`src/rtl/route3d_pkg.sv`:
```
package route3d_pkg;

    // Direction of travel of a packet when it entered this router
    typedef enum logic [2:0] {
        ARR_LOCAL = 3'd0,
        ARR_NORTH = 3'd1,
        ARR_SOUTH = 3'd2,
        ARR_EAST  = 3'd3,
        ARR_WEST  = 3'd4,
        ARR_UP    = 3'd5,
        ARR_DOWN  = 3'd6,
        ARR_SPARE = 3'd7
    } arr_e;

    // Routing mode picked for the current request
    typedef enum logic [1:0] {
        MODE_DELIVER = 2'd0,
        MODE_COLUMN  = 2'd1,
        MODE_OPEN    = 2'd2,
        MODE_DETOUR  = 2'd3
    } mode_e;

    // Bit positions inside the candidate mask
    localparam int PN = 0;
    localparam int PS = 1;
    localparam int PE = 2;
    localparam int PW = 3;
    localparam int PU = 4;
    localparam int PD = 5;

    function automatic logic arr_planar(input arr_e a);
        return (a == ARR_NORTH) || (a == ARR_SOUTH) ||
               (a == ARR_EAST)  || (a == ARR_WEST);
    endfunction

endpackage

```
`src/rtl/route_hot_scan.sv`:
```
// Scans the minimal rectangle of the current layer for throttled nodes and
// reports the throttle state of the four planar neighbours.
module route_hot_scan #(
    parameter  int MX = 8,
    parameter  int MY = 8,
    localparam int XW = $clog2(MX),
    localparam int YW = $clog2(MY),
    localparam int NN = MX * MY,
    localparam int IW = $clog2(NN)
) (
    input  logic [XW-1:0] cur_x,
    input  logic [YW-1:0] cur_y,
    input  logic [XW-1:0] dst_x,
    input  logic [YW-1:0] dst_y,
    input  logic [NN-1:0] hot_map,
    output logic          hot_seen,
    output logic [3:0]    nbr_hot
);
    import route3d_pkg::*;

    logic [XW-1:0] x_lo, x_hi;
    logic [YW-1:0] y_lo, y_hi;
    logic [NN-1:0] in_box;

    always_comb begin
        x_lo = (cur_x < dst_x) ? cur_x : dst_x;
        x_hi = (cur_x < dst_x) ? dst_x : cur_x;
        y_lo = (cur_y < dst_y) ? cur_y : dst_y;
        y_hi = (cur_y < dst_y) ? dst_y : cur_y;
    end

    for (genvar gy = 0; gy < MY; gy++) begin : g_row
        for (genvar gx = 0; gx < MX; gx++) begin : g_col
            localparam int IDX = gy * MX + gx;
            assign in_box[IDX] = (XW'(gx) >= x_lo) && (XW'(gx) <= x_hi) &&
                                 (YW'(gy) >= y_lo) && (YW'(gy) <= y_hi) &&
                                 !((XW'(gx) == cur_x) && (YW'(gy) == cur_y));
        end
    end

    assign hot_seen = |(in_box & hot_map);

    function automatic logic node_hot(input logic [NN-1:0] map,
                                      input int x, input int y);
        if (x < 0 || x >= MX || y < 0 || y >= MY) return 1'b0;
        return map[IW'(y * MX + x)];
    endfunction

    int cx, cy;
    always_comb begin
        cx = int'(cur_x);
        cy = int'(cur_y);
        nbr_hot[PN] = node_hot(hot_map, cx,     cy + 1);
        nbr_hot[PS] = node_hot(hot_map, cx,     cy - 1);
        nbr_hot[PE] = node_hot(hot_map, cx + 1, cy);
        nbr_hot[PW] = node_hot(hot_map, cx - 1, cy);
    end

endmodule

```
`src/rtl/route_oe_planar.sv`:
```
// Odd-even turn-model candidates within one layer, minimal moves only.
module route_oe_planar #(
    parameter  int MX = 8,
    parameter  int MY = 8,
    localparam int XW = $clog2(MX),
    localparam int YW = $clog2(MY)
) (
    input  logic [XW-1:0]      cur_x,
    input  logic [YW-1:0]      cur_y,
    input  logic [XW-1:0]      dst_x,
    input  logic [YW-1:0]      dst_y,
    input  route3d_pkg::arr_e  arr,
    output logic [3:0]         pl
);
    import route3d_pkg::*;

    logic go_n, go_s, go_e, go_w;
    logic odd_c, odd_d, one_step;
    logic ns_ok, e_ok;
    logic [3:0] raw, keep;

    always_comb begin
        go_n     = dst_y > cur_y;
        go_s     = dst_y < cur_y;
        go_e     = dst_x > cur_x;
        go_w     = dst_x < cur_x;
        odd_c    = cur_x[0];
        odd_d    = dst_x[0];
        one_step = (dst_x - cur_x) == XW'(1);

        // Vertical-in-plane moves while the x offset is still open
        if (go_w)      ns_ok = !odd_c;
        else if (go_e) ns_ok = odd_c || (arr != ARR_EAST);
        else           ns_ok = 1'b1;

        // Never enter an even destination column eastbound with y left to do
        e_ok = !(go_n || go_s) || odd_d || !one_step;

        raw     = '0;
        raw[PN] = go_n && ns_ok;
        raw[PS] = go_s && ns_ok;
        raw[PE] = go_e && e_ok;
        raw[PW] = go_w;

        // Turn filter: forbidden odd-even turns and reversals
        keep = '1;
        if ((arr == ARR_EAST) && !odd_c) begin
            keep[PN] = 1'b0;
            keep[PS] = 1'b0;
        end
        if (((arr == ARR_NORTH) || (arr == ARR_SOUTH)) && odd_c) keep[PW] = 1'b0;
        if (arr == ARR_NORTH) keep[PS] = 1'b0;
        if (arr == ARR_SOUTH) keep[PN] = 1'b0;
        if (arr == ARR_EAST)  keep[PW] = 1'b0;
        if (arr == ARR_WEST)  keep[PE] = 1'b0;

        pl = raw & keep;
    end

endmodule

```
`src/rtl/route_cand_gen.sv`:
```
// Routing candidate generator for one router of a layered mesh.
module route_cand_gen #(
    parameter  int MX = 8,
    parameter  int MY = 8,
    parameter  int MZ = 4,
    localparam int XW = $clog2(MX),
    localparam int YW = $clog2(MY),
    localparam int ZW = $clog2(MZ),
    localparam int NN = MX * MY
) (
    input  logic [XW-1:0] cur_x,
    input  logic [YW-1:0] cur_y,
    input  logic [ZW-1:0] cur_z,
    input  logic [XW-1:0] dst_x,
    input  logic [YW-1:0] dst_y,
    input  logic [ZW-1:0] dst_z,
    input  logic [2:0]    in_arr,
    input  logic [NN-1:0] hot_map,
    output logic [5:0]    cand,
    output logic          local_hit,
    output logic          stall,
    output logic          detour
);
    import route3d_pkg::*;

    arr_e       arr;
    mode_e      mode;
    logic       xy_eq, go_dn, go_up, hot_seen;
    logic [3:0] nbr_hot, pl, pl_safe;

    assign arr = (in_arr == 3'd7) ? ARR_LOCAL : arr_e'(in_arr);

    route_hot_scan #(.MX(MX), .MY(MY)) u_scan (
        .cur_x   (cur_x),
        .cur_y   (cur_y),
        .dst_x   (dst_x),
        .dst_y   (dst_y),
        .hot_map (hot_map),
        .hot_seen(hot_seen),
        .nbr_hot (nbr_hot)
    );

    route_oe_planar #(.MX(MX), .MY(MY)) u_oe (
        .cur_x(cur_x),
        .cur_y(cur_y),
        .dst_x(dst_x),
        .dst_y(dst_y),
        .arr  (arr),
        .pl   (pl)
    );

    // Mode decision
    always_comb begin
        xy_eq = (cur_x == dst_x) && (cur_y == dst_y);
        go_dn = dst_z < cur_z;
        go_up = dst_z > cur_z;
        if (xy_eq && !go_dn && !go_up) mode = MODE_DELIVER;
        else if (xy_eq)                mode = MODE_COLUMN;
        else if (hot_seen)             mode = MODE_DETOUR;
        else                           mode = MODE_OPEN;
    end

    assign pl_safe = pl & ~nbr_hot;

    // Outputs per mode
    always_comb begin
        cand = '0;
        unique case (mode)
            MODE_DELIVER: cand = '0;
            MODE_COLUMN: begin
                if (go_dn) cand[PD] = (arr != ARR_UP);
                else       cand[PU] = (arr == ARR_LOCAL) || (arr == ARR_UP);
            end
            MODE_OPEN: begin
                cand[3:0] = pl;
                cand[PD]  = go_dn && (arr != ARR_UP);
            end
            MODE_DETOUR: begin
                cand[3:0] = (pl_safe != 4'd0) ? pl_safe : pl;
            end
        endcase
    end

    assign local_hit = (mode == MODE_DELIVER);
    assign stall     = (mode != MODE_DELIVER) && (cand == 6'd0);
    assign detour    = (mode == MODE_DETOUR);

endmodule

```
`config.mk`:
```
export PLATFORM = sky130hd
export DESIGN_NAME = route_cand_gen
export DESIGN_NICKNAME = d
export VERILOG_FILES = /design/src/rtl/route3d_pkg.sv /design/src/rtl/route_hot_scan.sv /design/src/rtl/route_oe_planar.sv /design/src/rtl/route_cand_gen.sv
export SDC_FILE = /design/constraint.sdc
export NUM_CORES = 1
export LEC_CHECK = 0
export ABC_AREA = 1
export BUFFER_PORTS_ARGS = -buffer_cell sky130_fd_sc_hd__buf_2
export CORE_MARGIN = 1.5
export CORE_UTILIZATION = 40
export DETAILED_ROUTE_END_ITERATION = 6
export PLACE_DENSITY = 0.66
export SYNTH_ARGS = -nofsm -noshare
export SYNTH_HDL_FRONTEND = slang
export SYNTH_SLANG_ARGS = --single-unit
```
`constraint.sdc`:
```
create_clock -name vclk -period 5.3
set_input_delay 0.265 -clock vclk [all_inputs]
set_output_delay 0.265 -clock vclk [all_outputs]
set_load 0.05 [all_outputs]
```
==> summary.txt <==
Run status
  • Run status: complete, no violations

Global routing
  • Overflow left after global routing: 0
  • Number of antenna violations at the first check in global routing: 0
  • Via count of the first global-routing pass: 5446
  • Overall fraction of global-route tracks in use: 29.7%
  • First-pass GRT wire length: 27.7 mm
  • Largest net degree at the start of global routing: 56

Cells and area
  • Num sequential: 0
  • Fraction of final layout cells with drive strength greater than 1: 16.1%
  • Share of the core filled with cells: 46.6%
  • Post-route cell area: 0.00487 mm^2
  • Number of inserted filler cells in the final layout: 1235
  • Sequential cell area: 0 um^2
  • Clock buffer count in the final layout: 0
  • Area used by multi-input combinational logic: 0.00381 mm^2
  • Net count reported at finish: 1043
  • # diodes: 0
  • Area growth from synthesis to final layout: 11.7%

Die
  • I/O pin total: 92
  • Core area: 0.0105 mm^2
  • Height of the die: 107 um
  • Area of the die: 0.0115 mm^2
  • Starting density of the core: 41.7%
  • Width of the die: 107 um
  • Placement row count: 37

Placement
  • Standard cell area after detailed placement: 0.00487 mm^2
  • Worst setup slack before clock tree synthesis: 1.18 ns
  • Number of buffers added on ports: 92
  • Detailed Place HPWL: 13.8 mm
  • Final weighted congestion in routability-driven placement: 1.07

Power and ir drop
  • Power Dens Cells: 144 mW/mm^2
  • Max rail drop VDD: 0.198 mV
  • Standby leakage power: 2.71 nW

Timing
  • Unrepaired setup endpoints after global routing: false
  • Final setup TNS: 0 ns
  • Max Fclk: 239 MHz
  • Final Hold Vio Count: 0
  • Number of pins with negative max-slew slack in the final report: 0
  • Final period util: 79.0%
  • Worst hold margin: 1.03 ns
  • Worst slew slack as a fraction of its limit: 36.8%
  • Final setup slack of the worst path: 1.12 ns
  • Transition time at the pin with the least slew margin: 0.947 ns
  • Minimum clock period after layout: 4.18 ns
  • Setup Viol. Count Final: 0

Route
  • Count of TritonRoute iterations in the first routing pass: 6
  • Vias per inst: 5.77
  • Via count: 6143
  • Mean routed wirelength per cell: 16.4 um
  • Final Routed Wirelength: 17.5 mm
  • Number of remaining DRC errors: 0
  • Antenna Nets Post-Route: 0
  • Starting DRT DRC Count: 730

Worst hold path
  • Class of the tightest hold or removal check: input port to primary output
  • Cell depth of the worst hold path: 5
  • Hold Path End: cand[5]
  • Hold path startpoint: in_arr[2]

Logic synthesis
  • Net count after synthesis: 978
  • Number of standard cells after synthesis: 866
  • Count of distinct cell types in the synthesized netlist: 39
  • Mean cell area of the mapped netlist: 5.04 um^2
  • Yosys warnings: 0
  • Netlist Area Pre-Place: 0.00436 mm^2
  • Part of the Yosys area used for sequential elements: 0%

Clock network
  • CTS-repair resized insts: 0
  • Setup bufs post-CTS: 0
  • Number of buffers added to fix hold violations after cts: 0

Critical path
  • Worst Setup End Kind: primary output
  • Data arrival time of the critical path: 3.92 ns
  • Endpoint required time on the critical path: 5.04 ns
  • Category of the most critical setup path: input port to primary output
  • Critical path fanouts, max: 28
  • Type of origin of the critical path: input port

Run
  • Max-cap violations: 0
how the worst max path moves through the flow:
stage | from | endpoint | slack, ns | cells past startpoint
after floorplan | cur_x[2] | cand[5] | 1.49 | 22
after global placement | cur_x[1] | stall | 1.22 | 22
after detailed placement | cur_x[1] | stall | 1.18 | 22
after CTS | cur_x[1] | stall | 1.18 | 22
after global routing | cur_x[1] | stall | 0.83 | 21
final | cur_x[1] | stall | 1.12 | 22
kinds of logic after synthesis:
family                   count (synthesis)  share of synthesized area, %
adder cells (fa/ha/maj)                 29                          8.66
XOR/XNOR                                 5                          1.18
AND/OR/NAND/NOR                        592                          64.2
AO/OA/AOI/OAI                          103                          13.3
buffers and inverters                  137                          12.6
synthesized netlist by cell type, types with 2 or more instances:
cell type | instances | area share, %
a21oi_1 | 23 | 2.6
nor2_4 | 4 | 1.0
nand3b_1 | 10 | 1.7
xnor2_1 | 2 | 0.40
fa_1 | 2 | 0.92
inv_2 | 4 | 0.34
or2_2 | 3 | 0.43
ha_1 | 27 | 7.7
o211ai_1 | 7 | 1.2
o21a_1 | 5 | 0.86
buf_2 | 13 | 1.5
nand3_4 | 3 | 1.2
nand3_2 | 5 | 1.1
nor2_2 | 2 | 0.29
nand3_1 | 182 | 21
nand2_4 | 11 | 2.8
nand2_2 | 14 | 2.0
xor2_1 | 2 | 0.40
a31oi_1 | 11 | 1.6
inv_1 | 96 | 8.3
o21ai_0 | 41 | 4.7
nand2_1 | 265 | 23
o21ai_1 | 9 | 1.0
clkbuf_1 | 19 | 1.6
o21ai_2 | 3 | 0.60
nand4_1 | 23 | 3.3
clkinv_1 | 2 | 0.17
nor3_1 | 5 | 0.57
nor2_1 | 63 | 5.4
layout by cell type, fill, tap and decap left out, drive strengths merged, types with 3 or more instances in the layout:
cell	count
or2	3
nand4	23
xnor2	3
buf	98
a31oi	11
ha	27
o211ai	7
nor2	70
nor3	5
o21ai	53
nand2	290
a21oi	24
nand3	190
nand3b	10
inv	100
o21a	5
final cells by class:
cell class / count / area share [%]
Inverter: 102 / 7.86
Multi-Input combinational cell: 729 / 78.3
Tap cell: 136 / 3.49
Timing Repair Buffer: 98 / 10.4
where the power goes:
part           switching [mW]  internal, mW
clock                       0             0
combinational           0.484         0.216
sequential                  0             0
total                   0.484         0.216
critical path, cell delays in order:
cell     delay, ns
buf_2         0.40
inv_2         0.36
ha_1          0.43
nand3_2       0.14
nand2_4       0.21
nand2_4       0.16
o21ai_2       0.46
inv_1         0.10
nand2_2       0.10
nand2_4       0.08
nor2_1        0.11
nor2_1        0.06
nand2_1       0.08
nand2_1       0.05
nand2_1       0.07
nor2_2        0.05
nand2_2       0.11
nand2_1       0.09
a21oi_1       0.14
nand2_1       0.07
nor2_2        0.07
buf_2         0.26
metal layers:
layer / track usage, % / wire, um
met1: 41.6 / 7330
met2: 47.4 / 7510
met3: 3.87 / 2150
met4: 8.27 / 467
met5: 0 / 0
metrics by stage:
step | cells | power [mW]
after global routing | 1065 | 0.768
after floorplan | 866 | 0.505
after CTS | 1065 | 0.684
final | 1065 | 0.700
after global placement | 1065 | 0.683
after detailed placement | 1065 | 0.681
Note: power is estimated with default switching activity, not from simulation.
